`config.mk`:
```
export PLATFORM = sky130hd
export DESIGN_NAME = fsa_accum
export DESIGN_NICKNAME = d
export VERILOG_FILES = /design/src/rtl/fsa_pkg.sv /design/src/rtl/fsa_opnd_mux.sv /design/src/rtl/fsa_func_unit.sv /design/src/rtl/fsa_fb_reg.sv /design/src/rtl/fsa_accum.sv
export SDC_FILE = /design/constraint.sdc
export NUM_CORES = 1
export LEC_CHECK = 0
export BUFFER_PORTS_ARGS = -buffer_cell sky130_fd_sc_hd__buf_2
export CELL_PAD_IN_SITES_DETAIL_PLACEMENT = 0
export CELL_PAD_IN_SITES_GLOBAL_PLACEMENT = 1
export CORE_AREA = 5 5 42 44
export CTS_CLUSTER_DIAMETER = 40
export DETAILED_ROUTE_END_ITERATION = 12
export DIE_AREA = 0 0 47 49
export GPL_ROUTABILITY_DRIVEN = 0
export PLACE_DENSITY_LB_ADDON = 0.15
export SYNTH_ARGS = -nofsm -noshare
export SYNTH_HDL_FRONTEND = slang
export SYNTH_HIERARCHICAL = 1
export SYNTH_SLANG_ARGS = --single-unit
```
`constraint.sdc`:
```
create_clock -name clk -period 5.2 [get_ports clk]
set_input_delay 0.26 -clock clk [delete_from_list [all_inputs] [get_ports clk]]
set_output_delay 0.26 -clock clk [all_outputs]
set_load 0.05 [all_outputs]
```
`src/rtl/fsa_pkg.sv`:
```
package fsa_pkg;
    localparam int OPND_W = 2;

    typedef enum logic [1:0] {
        OP_ADD = 2'b00,
        OP_OR  = 2'b01,
        OP_AND = 2'b10,
        OP_INV = 2'b11
    } op_e;

    function automatic op_e to_op(input logic [1:0] code);
        return op_e'(code);
    endfunction
endpackage

```
`src/rtl/fsa_opnd_mux.sv`:
```
module fsa_opnd_mux #(
    parameter int W = fsa_pkg::OPND_W
) (
    input  logic         load,
    input  logic [W-1:0] ext_val,
    input  logic [W-1:0] fb_val,
    output logic [W-1:0] opnd
);
    always_comb begin
        if (load) opnd = ext_val;
        else      opnd = fb_val;
    end
endmodule

```
`src/rtl/fsa_func_unit.sv`:
```
module fsa_func_unit #(
    parameter int W = fsa_pkg::OPND_W,
    localparam int RW = W + 1
) (
    input  fsa_pkg::op_e  op,
    input  logic [W-1:0]  x,
    input  logic [W-1:0]  y,
    output logic [RW-1:0] r
);
    import fsa_pkg::*;

    always_comb begin
        unique case (op)
            OP_INV:  r = {1'b0, ~y};
            OP_AND:  r = {1'b0, x & y};
            OP_OR:   r = {1'b0, x | y};
            default: r = {1'b0, x} + {1'b0, y};
        endcase
    end
endmodule

```
`src/rtl/fsa_fb_reg.sv`:
```
module fsa_fb_reg #(
    parameter int W = fsa_pkg::OPND_W
) (
    input  logic         clk,
    input  logic         rst,
    input  logic [W-1:0] d,
    output logic [W-1:0] q
);
    always_ff @(posedge clk) begin
        if (rst) q <= '0;
        else     q <= d;
    end

    // reset clears the held value
    p_reset_clear_r7: assert property (@(posedge clk) rst |=> (q == '0));
    // every non-reset edge captures the presented result
    p_capture_r6: assert property (@(posedge clk) disable iff (rst)
        1'b1 |=> (q == $past(d)));
endmodule

```
`src/rtl/fsa_accum.sv`:
```
module fsa_accum #(
    parameter int W = fsa_pkg::OPND_W,
    localparam int RW = W + 1
) (
    input  logic          clk,
    input  logic          rst,
    input  logic          load,
    input  logic [1:0]    op_sel,
    input  logic [W-1:0]  opa,
    input  logic [W-1:0]  opc,
    output logic [RW-1:0] res
);
    import fsa_pkg::*;

    op_e          op;
    logic [W-1:0] fb_q;
    logic [W-1:0] opnd;

    assign op = to_op(op_sel);

    fsa_opnd_mux #(.W(W)) u_mux (
        .load    (load),
        .ext_val (opc),
        .fb_val  (fb_q),
        .opnd    (opnd)
    );

    fsa_func_unit #(.W(W)) u_fu (
        .op (op),
        .x  (opa),
        .y  (opnd),
        .r  (res)
    );

    fsa_fb_reg #(.W(W)) u_fb (
        .clk (clk),
        .rst (rst),
        .d   (res[W-1:0]),
        .q   (fb_q)
    );

    // set once an edge has passed without reset
    logic past_ok;
    always_ff @(posedge clk) begin
        if (rst) past_ok <= 1'b0;
        else     past_ok <= 1'b1;
    end

    p_inv_r1: assert property (@(posedge clk) disable iff (rst)
        (op == OP_INV && load) |-> (res[W-1:0] == ~opc));
    p_and_r2: assert property (@(posedge clk) disable iff (rst)
        (op == OP_AND && load) |-> (res[W-1:0] == (opa & opc)));
    p_or_r3: assert property (@(posedge clk) disable iff (rst)
        (op == OP_OR && load) |-> (res[W-1:0] == (opa | opc)));
    p_add_r4: assert property (@(posedge clk) disable iff (rst)
        (op == OP_ADD && load) |-> (res == ({1'b0, opa} + {1'b0, opc})));
    p_chain_r6: assert property (@(posedge clk) disable iff (rst)
        (past_ok && !load && op == OP_INV) |-> (res[W-1:0] == ~$past(res[W-1:0])));
endmodule

```
==> qor.json <==
{
  "final_layout": {
    "drive_gt1_share_pct": 44.4,
    "max_flop_register": "u_fb/q",
    "reg.largest.list": "u_fb/q (2)",
    "fin_nets": 52,
    "insertedDiodeCount": 0,
    "area.growth.synth_to_final_pct": 41.9,
    "largest_register_ffs": 2,
    "design_area_um2": 330
  },
  "hold_path": {
    "hold_path_class": "in -> reg"
  },
  "drt": {
    "first_pass_iters": 1,
    "route.final.wire_length_um": 487,
    "number_of_vias_after_detailed_routing": 194,
    "drt-vias-per-instance": 3.73,
    "drc": 0,
    "drt-wirelength-per-cell_um": 9.37,
    "antenna_left": 0,
    "detailedRoute.firstIterationViolations": 0
  },
  "synth": {
    "synth_ff_type": "dfxtp_1",
    "cells_after_synth": 22,
    "post_synth.cell_area_avg_um2": 10.6,
    "netlist.area_leader.share_pct": 22.6,
    "synth_sequential_area_ratio_pct": 17.2,
    "synth.yosys.warnings": 6,
    "synth-seq-cells": 2,
    "yosys-top-cells-area": "mux4_1 (23%), ha_1 (22%), dfxtp_1 (17%)",
    "postSynthNetCount": 36,
    "post-synth-top-count-cell": "inv_1",
    "postSynth.asyncResetShare_pct": 0,
    "synth_enable_flop_cells": 0,
    "yosysUniqueCellTypes": 8,
    "synth.cells.most_frequent": "inv_1 (8), ha_1 (4)",
    "synth.cell_area_um2": 233,
    "yosysTopAreaCell": "mux4_1"
  },
  "timing": {
    "final.setup_skew_ns": 0.00274,
    "final.min_clock_period_ns": 2.37,
    "worst_slew_margin_rel_pct": 82.9,
    "grt_setup_unrepaired": "false",
    "whs_ns": 0.218,
    "final.setup.tns_ns": 0,
    "pin_slew_with_the_least_headroom_to_its_limit_ns": 0.258,
    "final-hold-violation-count": 0,
    "layout_worst_path_cycle_share_pct": 45.5,
    "fmax_mhz": 422,
    "slew_violations": 0,
    "setup_viol": 0,
    "fin_ws_ns": 2.83
  },
  "placed_design": {
    "dpl-instance-area_um2": 308,
    "detailed_place_hpwl_um": 449,
    "dp_worst_setup_slack_ns": 2.88,
    "number_of_input_and_output_port_buffers_inserted": 11
  },
  "grt": {
    "use_met3_pct": 2.95,
    "grt_overflow_total": 0,
    "grt_most_used_layer": "met2",
    "globalRouteMet2Util_pct": 7.47,
    "global_route.usage.met1_pct": 4.63,
    "initial_antenna_violation_count": 0,
    "grtUsageTotal_pct": 5.21,
    "grt_start_max_net_pins": 4,
    "wire_length_of_the_first_global_routing_pass_um": 800,
    "first_global_vias": 199
  },
  "critical_path": {
    "worst_setup_path_endpoint": "res[1]",
    "cp-startpoint": "u_fb/q[0]",
    "crit_path_kind": "reg -> out",
    "critical-path-slowest-cell": "fa_1",
    "crit_cells": 7,
    "critPathBufInv": 3,
    "r2r_cells": 7,
    "timing.rr.end": "u_fb/q[1]",
    "cp.required_ns": 4.94,
    "critPathMaxFanout": 2,
    "timing.critical_path.slowest_cell_delay_ns": 0.48,
    "end_kind": "output pin",
    "cpMostUsedCell": "inv_1",
    "worst_setup_slack_for_register_to_register_paths_ns": 3.29,
    "kind_of_cell_adding_the_most_delay_to_the_critical_path": "adder cells",
    "timing.critical_path.arrival_ns": 2.11,
    "worst_r2r_startpoint": "u_fb/q[0]",
    "cp_cell_sequence": "mux2_2, ha_1, inv_1, fa_1, inv_1, mux4_1, buf_2",
    "critPathLaunchType": "flip-flop"
  },
  "cts": {
    "clock_latency_ns": 0.22,
    "clk_root_buffer_cell": "clkbuf_4",
    "clk_pin_slew_ns": 0.03,
    "postCtsSetupBuffers": 0,
    "holdBufCountCts": 0,
    "cts_buffer_depth": 2,
    "post_cts_sizing_count": 0,
    "clock_sinks": 2,
    "cts-buffers-inserted": 3,
    "clock_tree.htree_level_count": 1,
    "clock_tree_from_tritoncts": "built"
  },
  "floorplanning": {
    "ios": 12,
    "design.die.area_um2": 2300,
    "core-area_um2": 1400,
    "initial_util_pct": 16.6,
    "rows": 14,
    "die-width_um": 47,
    "die_height_um": 49
  },
  "job": {
    "timing.max_cap.violations": 0
  },
  "power": {
    "power_density_nw_per_um2": 252,
    "ir_worst_vdd_v": 0.0000511,
    "total_power_w": 0.0000833,
    "leakagePower_nw": 0.181
  },
  "status": {
    "status": "complete, no violations"
  }
}
[cell usage in the layout, fill, tap and decap left out]
cell type,Yosys,layout
buf_2,0,11
inv_1,8,8
ha_1,4,4
clkbuf_4,0,3
nor2b_1,2,2
dfxtp_1,2,2
mux4_1,2,2
mux2_2,2,2
nor3_1,1,1
fa_1,1,1
[report_power, final]
part	switching (W)	leakage [nW]	internal (W)
sequential	0.000000342	0.0167	0.0000172
combinational	0.0000198	0.150	0.0000128
clock	0.00000772	0.0138	0.0000253
[logic make-up after synthesis]
logic type	synth area share, %
muxes	32.3
DFF	17.2
buffers and inverters	12.9
and+or+nand+nor	7.52
adders and majority gates	30.1
[per-stage QoR]
step	std cells	utilization, %
floorplan	22	-
global placement	49	22.0
detailed placement	49	22.0
CTS	52	23.6
global route	52	23.6
finish	52	23.6
[layout make-up]
type / instances / area [µm²]
clock buffers: 3 / 22.5
fillers: 163 / 1070
inverters: 8 / 30.0
multi-input cells: 12 / 163
flip-flops and latches: 2 / 40.0
well taps: 16 / 20.0
repair buffers: 11 / 55.1
[routing by layer]
metal | wire (µm) | up-vias
met5 | 0 | -
met4 | 0 | 0
met3 | 67 | 0
met2 | 239 | 8
met1 | 180 | 87
li1 | - | 99
[how the worst min path moves through the flow]
stage / start / end / depth (start not counted)
detailed placement: rst / u_fb/q[0] / 2
floorplan: rst / u_fb/q[0] / 1
global placement: rst / u_fb/q[1] / 2
global route: rst / u_fb/q[1] / 2
finish: rst / u_fb/q[0] / 2
CTS: rst / u_fb/q[1] / 2
Power figures use the tool's default switching activity.
